**src/rtl/cmd_doorbell_pkg.sv**
```systemverilog
package cmd_doorbell_pkg;

    typedef enum logic [1:0] {
        ST_IDLE  = 2'd0,
        ST_ISSUE = 2'd1,
        ST_WAIT  = 2'd2
    } db_state_e;

    localparam int GO_BIT        = 3;
    localparam int STS_BUS_ERR   = 0;
    localparam int STS_WAIT_TO   = 1;
    localparam int STS_CRC_ERR   = 2;
    localparam int STS_NO_RESP   = 4;
    localparam int STS_FATAL     = 5;
    localparam int STS_NONFATAL  = 6;
    localparam int STS_OVERRUN   = 20;
    localparam int STS_CMD_DONE  = 28;

    localparam logic [31:0] ENG_ERR_MASK =
        (32'd1 << STS_BUS_ERR) | (32'd1 << STS_WAIT_TO) | (32'd1 << STS_CRC_ERR) |
        (32'd1 << STS_NO_RESP) | (32'd1 << STS_FATAL)   | (32'd1 << STS_NONFATAL);

    // address-low alignment bits that are held at zero in dword 0
    localparam logic [31:0] DW0_ZERO_MASK = 32'h0003_0000;

endpackage

```
**src/rtl/db_fsm.sv**
```systemverilog
module db_fsm
    import cmd_doorbell_pkg::*;
(
    input  logic clk,
    input  logic rst_n,
    input  logic launch,
    input  logic eng_done,
    output logic busy,
    output logic eng_start,
    output logic done_evt
);

    db_state_e state_q, state_d;

    always_ff @(posedge clk) begin
        if (!rst_n) begin
            state_q <= ST_IDLE;
        end else begin
            state_q <= state_d;
        end
    end

    always_comb begin
        state_d = state_q;
        unique case (state_q)
            ST_IDLE:  if (launch) state_d = ST_ISSUE;
            ST_ISSUE: state_d = ST_WAIT;
            ST_WAIT:  if (eng_done) state_d = ST_IDLE;
            default:  state_d = ST_IDLE;
        endcase
    end

    always_comb begin
        busy      = 1'b1;
        eng_start = 1'b0;
        done_evt  = 1'b0;
        unique case (state_q)
            ST_IDLE:  busy = 1'b0;
            ST_ISSUE: eng_start = 1'b1;
            ST_WAIT:  done_evt = eng_done;
            default:  busy = 1'b0;
        endcase
    end

endmodule

```
**src/rtl/db_dword_bank.sv**
```systemverilog
module db_dword_bank
    import cmd_doorbell_pkg::*;
#(
    parameter int NUM_DW   = 4,
    parameter int RESP_IDX = 1
) (
    input  logic                   clk,
    input  logic                   rst_n,
    input  logic [NUM_DW-1:0]      we,
    input  logic [31:0]            wval,
    input  logic                   resp_load,
    input  logic [31:0]            resp,
    output logic [NUM_DW*32-1:0]   dw_flat
);

    for (genvar i = 0; i < NUM_DW; i++) begin : g_dw
        logic [31:0] q;
        if (i == 0) begin : g_cmd
            always_ff @(posedge clk) begin
                if (!rst_n) begin
                    q <= '0;
                end else if (we[i]) begin
                    q <= wval & ~DW0_ZERO_MASK & ~(32'd1 << GO_BIT);
                end
            end
        end else if (i == RESP_IDX) begin : g_resp
            always_ff @(posedge clk) begin
                if (!rst_n) begin
                    q <= '0;
                end else if (resp_load) begin
                    q <= resp;
                end else if (we[i]) begin
                    q <= wval;
                end
            end
        end else begin : g_plain
            always_ff @(posedge clk) begin
                if (!rst_n) begin
                    q <= '0;
                end else if (we[i]) begin
                    q <= wval;
                end
            end
        end
        assign dw_flat[i*32 +: 32] = q;
    end

endmodule

```
**src/rtl/db_status.sv**
```systemverilog
module db_status (
    input  logic        clk,
    input  logic        rst_n,
    input  logic [31:0] set_vec,
    input  logic [31:0] clr_vec,
    output logic [31:0] sts
);

    always_ff @(posedge clk) begin
        if (!rst_n) begin
            sts <= '0;
        end else begin
            sts <= (sts & ~clr_vec) | set_vec;
        end
    end

endmodule

```
**src/rtl/cmd_doorbell.sv**
```systemverilog
module cmd_doorbell
    import cmd_doorbell_pkg::*;
#(
    parameter int NUM_DW = 4,
    parameter int ADDR_W = 5
) (
    input  logic                  clk,
    input  logic                  rst_n,
    input  logic                  wr_en,
    input  logic [ADDR_W-1:0]     addr,
    input  logic [31:0]           wdata,
    output logic [31:0]           rdata,
    output logic                  irq,
    output logic                  eng_start,
    output logic [NUM_DW*32-1:0]  eng_cmd,
    input  logic                  eng_done,
    input  logic [31:0]           eng_status,
    input  logic                  eng_resp_vld,
    input  logic [31:0]           eng_resp
);

    localparam int IDX_W = ADDR_W - 2;

    logic [IDX_W-1:0]    idx;
    logic                sel_sts;
    logic [NUM_DW-1:0]   dw_sel;
    logic [NUM_DW-1:0]   dw_we;
    logic                dw0_wr, overrun, launch;
    logic                busy, done_evt, resp_load;
    logic [31:0]         sts_q, set_vec, clr_vec;
    logic [NUM_DW*32-1:0] dw_flat;
    logic [31:0]         go_word;

    assign idx     = addr[ADDR_W-1:2];
    assign sel_sts = (int'(idx) == NUM_DW);

    for (genvar i = 0; i < NUM_DW; i++) begin : g_dec
        assign dw_sel[i] = (int'(idx) == i);
    end

    assign dw0_wr  = wr_en && dw_sel[0];
    assign overrun = dw0_wr && busy;
    assign launch  = dw0_wr && !busy && wdata[GO_BIT];
    assign dw_we   = wr_en ? (dw_sel & ~(NUM_DW'(busy))) : '0;

    db_fsm u_fsm (
        .clk       (clk),
        .rst_n     (rst_n),
        .launch    (launch),
        .eng_done  (eng_done),
        .busy      (busy),
        .eng_start (eng_start),
        .done_evt  (done_evt)
    );

    assign resp_load = done_evt && eng_resp_vld && !eng_status[STS_NO_RESP];

    db_dword_bank #(
        .NUM_DW   (NUM_DW),
        .RESP_IDX (1)
    ) u_bank (
        .clk       (clk),
        .rst_n     (rst_n),
        .we        (dw_we),
        .wval      (wdata),
        .resp_load (resp_load),
        .resp      (eng_resp),
        .dw_flat   (dw_flat)
    );

    always_comb begin
        set_vec = '0;
        if (done_evt) begin
            set_vec = (eng_status & ENG_ERR_MASK) | (32'd1 << STS_CMD_DONE);
        end
        if (overrun) begin
            set_vec[STS_OVERRUN] = 1'b1;
        end
        clr_vec = (wr_en && sel_sts) ? wdata : '0;
    end

    db_status u_sts (
        .clk     (clk),
        .rst_n   (rst_n),
        .set_vec (set_vec),
        .clr_vec (clr_vec),
        .sts     (sts_q)
    );

    assign go_word = {28'd0, busy, 3'd0};
    assign irq     = |sts_q;

    always_comb begin
        eng_cmd        = dw_flat;
        eng_cmd[31:0]  = dw_flat[31:0] | go_word;
    end

    always_comb begin
        rdata = '0;
        if (sel_sts) begin
            rdata = sts_q;
        end else begin
            for (int i = 0; i < NUM_DW; i++) begin
                if (dw_sel[i]) begin
                    rdata = eng_cmd[i*32 +: 32];
                end
            end
        end
    end

endmodule

```
**config.mk**
```make
export PLATFORM = sky130hd
export DESIGN_NAME = cmd_doorbell
export DESIGN_NICKNAME = d
export VERILOG_FILES = /design/src/rtl/cmd_doorbell_pkg.sv /design/src/rtl/db_fsm.sv /design/src/rtl/db_dword_bank.sv /design/src/rtl/db_status.sv /design/src/rtl/cmd_doorbell.sv
export SDC_FILE = /design/constraint.sdc
export NUM_CORES = 1
export LEC_CHECK = 0
export CAP_MARGIN = 40
export CORE_ASPECT_RATIO = 0.5
export CORE_UTILIZATION = 61
export DETAILED_ROUTE_END_ITERATION = 16
export DONT_BUFFER_PORTS = 1
export PLACE_DENSITY_LB_ADDON = 0.3
export SLEW_MARGIN = 10
export SYNTH_ARGS = -nofsm -noshare
export SYNTH_HDL_FRONTEND = slang
export SYNTH_SLANG_ARGS = --single-unit
```
**constraint.sdc**
```tcl
create_clock -name clk -period 2.1 [get_ports clk]
set_input_delay 0.21 -clock clk [delete_from_list [all_inputs] [get_ports clk]]
set_output_delay 0.21 -clock clk [all_outputs]
set_load 0.05 [all_outputs]
```
-- Yosys cells after proc, flatten, opt, wreduce, memory -nomap -nowiden
Index checks and enable logic that the tools add are counted.
- flip-flop bits (word level): 159
- bits of input ports: 106
- output and inout bits: 162
- word-level logic and storage cells: 52
- eq/ne operators: 8
- mux-type cells: 17
- bitwise logic cells: 6
- reductions and logical operators: 15
- operator list (kind ; number):
    2-to-1 mux 32 bit ; 8
    AND 32 bit ; 1
    inverter 32 bit ; 1
    bitwise OR 32 x 29 -> 32 bit ; 1
    bitwise OR 32 x 4 -> 32 bit ; 1
    OR reduction 32 bit ; 1
    2-to-1 mux 29 bit ; 1
    == test 3 bit (second input constant) ; 3
    logical AND 1 bit ; 7
    one-hot mux 2 bit (3 select lines) ; 1
    AND 4 bit ; 1
    2-to-1 mux 1 bit ; 4
    2-to-1 mux 2 bit ; 2
    2-to-1 mux 4 bit ; 1
    != test 2 bit (second input constant) ; 2
    inverter 1 -> 4 bit ; 1
    == test 3 x 2 -> 1 bit (second input constant) ; 1
    zero test 3 bit ; 1
    == test 2 x 1 -> 1 bit (second input constant) ; 1
    == test 2 bit (second input constant) ; 1
    zero test 1 bit ; 2
    zero test 2 bit ; 1
    AND reduction 2 bit ; 1
    nonzero test 2 bit ; 1
    OR reduction 2 bit ; 1

-- Longest topological paths before layout
- depth after elaboration: 9
- mapped depth: 7
- mapped depth without buffers: 6

-- By module
A second synthesis with hierarchy kept.
- cell total of the unflattened synthesis: 779
- area total of the unflattened synthesis: 8311.7 um2
- by module, submodules not included (module ; times used ; cells each ; area each (um2) ; seq. area each (um2)):
    db_dword_bank ; 1 ; 446 ; 5268.8 ; 2502.4
    cmd_doorbell ; 1 ; 216 ; 1767.9 ; 0.0
    db_status ; 1 ; 99 ; 1114.8 ; 640.6
    db_fsm ; 1 ; 18 ; 160.2 ; 40.0

-- Worst setup path after synthesis
No wires, ideal clock.
- kind: input-to-output
- start: in addr[3]
- end: out rdata[25]
- arrival: 2.099 ns
- data required time: 1.890 ns
- path slack: -0.209 ns
- stages on the path: 6
- buffers on the path: 3
- cells stage by stage: buf_2 -> buf_2 -> buf_2 -> mux4_2 -> inv_1 -> o21ai_0
- word-level cells in the longest chain between the ends: 6
- elaborated cells between the ends (all ways): 10
- those cells by class: 4 x eq/ne; 5 x mux; 1 x reduce/logical
- RTL lines (item ; RTL line ; source):
    start, declared ; cmd_doorbell.sv:10 ; input logic [ADDR_W-1:0] addr,
    zero test 3 bit ; cmd_doorbell.sv:38 ; assign dw_sel[i] = (int'(idx) == i);
    2-to-1 mux 32 bit (4 in a row) ; cmd_doorbell.sv:104 ; if (dw_sel[i]) begin
    2-to-1 mux 32 bit * ; cmd_doorbell.sv:100 ; if (sel_sts) begin
    end, declared ; cmd_doorbell.sv:12 ; output logic [31:0] rdata,
Mark *: on every way between the ends. The rest lies on a longest branch, timed or not.

-- Worst setup path in the final report
- start: reg u_fsm.state_q[0]
- end: out rdata[3]
- word-level cells in the longest chain between the ends: 9
- elaborated cells between the ends (all ways): 10
- those cells by class: 2 x eq/ne; 6 x mux; 1 x bitwise; 1 x reduce/logical
- RTL lines (item ; RTL line ; source):
    start, declared ; db_fsm.sv:13 ; db_state_e state_q, state_d;
    start signal, assigned ; db_fsm.sv:19 ; state_q <= state_d;
    == test 2 x 1 -> 1 bit / == test 2 bit (equally long branches) ; db_fsm.sv:37 ; unique case (state_q)
    OR reduction 2 bit (no line) * ; n/a ;
    2-to-1 mux 1 bit * ; db_fsm.sv:37 ;
    bitwise OR 32 x 4 -> 32 bit * ; cmd_doorbell.sv:95 ; eng_cmd[31:0] = dw_flat[31:0] | go_word;
    2-to-1 mux 32 bit * (4 in a row) ; cmd_doorbell.sv:104 ;
    2-to-1 mux 32 bit * ; cmd_doorbell.sv:100 ;
Marked as above.

==> qor.txt <==
OUTCOME
------------------------------------------------------------------------------------------
Status                                                                        finished with violations
Violations in the final reports                                               setup timing

WORST SETUP PATH
------------------------------------------------------------------------------------------
Arrival time worst endpoint                                                        1.91 ns
Startpoint Class                                                                 flip-flop
Crit Path Class                                                               flip-flop to primary output
Critical-path maximum fanout                                                             6
Largest stage delay, worst path                                                    0.47 ns
Required time of the critical path                                                 1.89 ns
Cell Chain, Critical Path                                                     inv_2 -> ha_4 -> mux4_2 -> inv_1 -> o21ai_1 -> buf_6
Endpoint type of the worst setup path                                         primary output
Cell with the largest stage delay on the worst path                           sky130_fd_sc_hd__mux4_2

FINAL LAYOUT
------------------------------------------------------------------------------------------
Area of all placed cells without fillers                                         10150 µm²
Layout Area Growth over Synthesis                                                   39.03%
Number of antenna repair diodes                                                          0
Layout Cells excl Fill                                                                1273
Fraction of the core area covered by cells at the end of the flow                   89.71%
Fraction of final layout cells with drive strength greater than 1                   22.89%
Net total in the final layout                                                         1211

TIMING
------------------------------------------------------------------------------------------
Maximum clock frequency                                                         0.4710 GHz
Period utilisation layout                                                           101.1%
Clock skew                                                                     0.009803 ns
Transition time at the pin with the least slew margin                            0.7068 ns
Setup repair after global routing missed its margin                                    yes
Worst-case setup margin in the final layout                                    -0.02326 ns
Hold Violations, Final                                                                   0
Max_slew headroom                                                                   52.45%
Number of setup violations in the final report                                           1
Final-layout setup total negative slack                                        -0.02326 ns
Min cycle time layout                                                             2.123 ns
Fin. max-slew vios                                                                       0

PLACE
------------------------------------------------------------------------------------------
Count of buffers inserted at the top-level ports                                         0
# placed instances                                                                    1142
Post-detailed-placement cell area                                                 8544 µm²
Final Wtd Congestion                                                                0.8067
Post-place setup slack                                                           0.1661 ns
Dpl hpwl                                                                          15.51 mm

RUN
------------------------------------------------------------------------------------------
Number of max-cap violations                                                             0

ROUTE
------------------------------------------------------------------------------------------
Number of DRC markers in iteration 0                                                  1361
Met3 routed wirelength                                                            4.201 mm
Pre-Repair DR Iteration Count                                                            7
Detailed-route DRC error count                                                           0
Wirelength per Cell                                                               23.45 µm
Top routing layer in use                                                              met5
Via count                                                                             8258
Overall routed net length                                                         29.85 mm
Post-DR vias/cell                                                                    6.487
Wire length on met2                                                               13.55 mm
Total routed wire length on the met1 layer                                        10.39 mm
Number of routed nets with antenna violations                                            0

POWER AND IR DROP
------------------------------------------------------------------------------------------
Combinational Power Share                                                            16.7%
Clock power share                                                                    40.9%
Net switching component of the power                                              2.221 mW
Ratio of total power to cell area                                             733.5 nW/µm²
Cell-internal power                                                               5.225 mW
Worst IR drop on VDD                                                              550.0 µV
Sequential power share                                                               42.4%
Leakage                                                                           4.073 nW
Switching portion of total power                                                    29.83%

CLOCK NETWORK
------------------------------------------------------------------------------------------
Clock insertion delay at the later pin of the skew report                          0.42 ns
Number of sinks driven by the clock tree                                               159
Number of setup buffers added after CTS                                                  0
Clock Root Buffer                                                             sky130_fd_sc_hd__clkbuf_16
Clock tree from TritonCTS                                                              yes
Clock edge transition at the registers on the reported setup and hold paths        0.06 ns
Number of buffers created by CTS                                                        17
H-tree level count                                                                       4
Max clock buf depth                                                                      2

SYNTH
------------------------------------------------------------------------------------------
#FFs+latches synth                                                                     159
Mapped cell area                                                                  7302 µm²
Distinct cell type count after synthesis                                                40
Portion of the post-synthesis area used by sequential elements                      43.59%
Number of enable-type register cells in the synthesized netlist                          0
Dominant synthesized flop cell                                                sky130_fd_sc_hd__dfxtp_1
Post-Synthesis Cells                                                                   879
Total of warnings raised by yosys                                                        0
Post-synthesis area per instance                                                 8.307 µm²
Async set-reset flop share out of synthesis                                             0%

GLOBAL ROUTING
------------------------------------------------------------------------------------------
Antenna violations before repair                                                         2
Largest net degree at the start of global routing                                      136
Number of global-route vias before repair                                             8475
First-pass GRT wire length                                                        45.13 mm
Total grt overflow                                                                       0
Total routing resource utilization after global routing                             48.58%

FLOORPLAN
------------------------------------------------------------------------------------------
Die extent in x                                                                   156.7 µm
FP Rows                                                                                 27
IO Pins                                                                                268
Die boundary height                                                               79.37 µm
Initial core utilization                                                            64.52%
Die Footprint                                                                    12440 µm²
Floorplan Core Area                                                              11320 µm²

WORST HOLD PATH
------------------------------------------------------------------------------------------
Class of the most critical hold timing path                                   input pin to flip-flop

==> worst paths after layout <==
kind / start / slack (ns) / cells past startpoint / end
worst max-delay path: u_fsm.state_q[0] / -0.02 / 6 / rdata[3]
worst min-delay path: wdata[0] / 0.02 / 2 / u_sts.sts[0]
worst max register to register: u_fsm.state_q[0] / 0.18 / 7 / u_bank.g_dw[1].q[1]
worst min register to register: u_fsm.state_q[1] / 0.50 / 2 / u_fsm.state_q[1]
==> flip-flops by register name, summed over array words and instances, names as in the netlist <==
signal,count
u_bank.g_dw.q,125
u_sts.sts,32
u_fsm.state_q,2
==> logic make-up after synthesis <==
logic type	Yosys count	share of synthesized area [%]
AND/OR/NAND/NOR	348	19.41
multiplexers	34	9.801
flip-flops	159	43.59
buffers and inverters	107	6.443
adder cells (fa/ha/maj)	4	0.6854
AO/OA/AOI/OAI	226	20.01
other	1	0.05136
==> cell type report <==
| class | count | area, µm² |
|---|---|---|
| fillers | 516 | 1165 |
| flip-flops and latches | 159 | 3186 |
| well taps | 159 | 198.9 |
| clock inverters | 14 | 132.6 |
| repair buffers | 276 | 2366 |
| clock buffers | 18 | 439.2 |
| inverters | 33 | 123.9 |
| multi-input cells | 614 | 3706 |
==> through the flow <==
| step | hold slack, ns | power [mW] |
|---|---|---|
| after floorplan | 0.2970 | 4.014 |
| after global placement | 0.2978 | 4.161 |
| after detailed placement | 0.3010 | 4.186 |
| after CTS | 0.006595 | 7.350 |
| after global routing | 0.02350 | 7.610 |
| final | 0.01541 | 7.447 |
==> routing by layer <==
layer | track usage, % | vias up
li1 | - | 3413
met1 | 53.77 | 3847
met2 | 78.18 | 788
met3 | 17.90 | 208
met4 | 34.80 | 2
met5 | 0 | -
==> what timing repair did <==
| item | CTS | global route |
|---|---|---|
| hold buffers | 99 | 0 |
| hold endpoints to repair | 159 | 0 |
| cloned | 0 | 0 |
| endpoints found under the setup margin | 2 | 2 |
| resized for setup | 6 | 3 |
==> critical path: cells and delay by family (launching register included) <==
family,cells,cell delay [ns]
AOI/OAI and AO/OA,1,0.09
adders and majority gates,1,0.27
buffers and inverters,3,0.32
DFF,1,0.35
muxes,1,0.47
==> placed cells by master, fill, tap and decap left out, types with 3 or more instances in the layout <==
cell type,Yosys,final
sky130_fd_sc_hd__a31oi_1,32,32
sky130_fd_sc_hd__o21ai_0,62,32
sky130_fd_sc_hd__o21ai_1,0,30
sky130_fd_sc_hd__a32o_1,6,6
sky130_fd_sc_hd__nand2_1,317,317
sky130_fd_sc_hd__dfxtp_1,159,157
sky130_fd_sc_hd__ha_1,4,3
sky130_fd_sc_hd__nand2b_1,3,3
sky130_fd_sc_hd__inv_1,33,31
sky130_fd_sc_hd__clkinv_4,0,3
sky130_fd_sc_hd__a21boi_0,73,73
sky130_fd_sc_hd__nor2b_1,4,4
sky130_fd_sc_hd__mux2i_1,4,4
sky130_fd_sc_hd__a22oi_1,3,3
sky130_fd_sc_hd__mux4_2,30,30
sky130_fd_sc_hd__a21oi_1,24,24
sky130_fd_sc_hd__clkinv_2,0,3
sky130_fd_sc_hd__a21boi_1,20,20
sky130_fd_sc_hd__buf_4,5,174
sky130_fd_sc_hd__clkbuf_16,0,17
sky130_fd_sc_hd__inv_6,0,4
sky130_fd_sc_hd__nor4_1,8,7
sky130_fd_sc_hd__dlygate4sd3_1,0,98
==> Yosys cell counts (3+ instances only) <==
cell type,instances,area share [%]
sky130_fd_sc_hd__buf_2,28,1.9
sky130_fd_sc_hd__a21boi_1,20,2.1
sky130_fd_sc_hd__nand2_1,317,16
sky130_fd_sc_hd__nor4_1,8,0.69
sky130_fd_sc_hd__a31oi_1,32,2.7
sky130_fd_sc_hd__dfxtp_1,159,44
sky130_fd_sc_hd__o21ai_0,62,4.2
sky130_fd_sc_hd__a32o_1,6,0.82
sky130_fd_sc_hd__mux4_2,30,9.3
sky130_fd_sc_hd__clkbuf_1,38,2.0
sky130_fd_sc_hd__nor2b_1,4,0.34
sky130_fd_sc_hd__a22oi_1,3,0.31
sky130_fd_sc_hd__mux2i_1,4,0.55
sky130_fd_sc_hd__a21oi_1,24,1.6
sky130_fd_sc_hd__a21boi_0,73,7.5
sky130_fd_sc_hd__ha_1,4,0.69
sky130_fd_sc_hd__inv_1,33,1.7
sky130_fd_sc_hd__buf_4,5,0.51
sky130_fd_sc_hd__nand2b_1,3,0.26
==> power groups by stage <==
stage                     sequential, mW  clock, mW  combinational [mW]
after floorplan                     3.47          0               0.547
after global placement              3.21          0               0.952
after detailed placement            3.21          0               0.972
after CTS                           3.15       3.02                1.18
after global routing                3.16       3.16                1.29
final                               3.16       3.04                1.24
(Power assumes the default switching activity.)
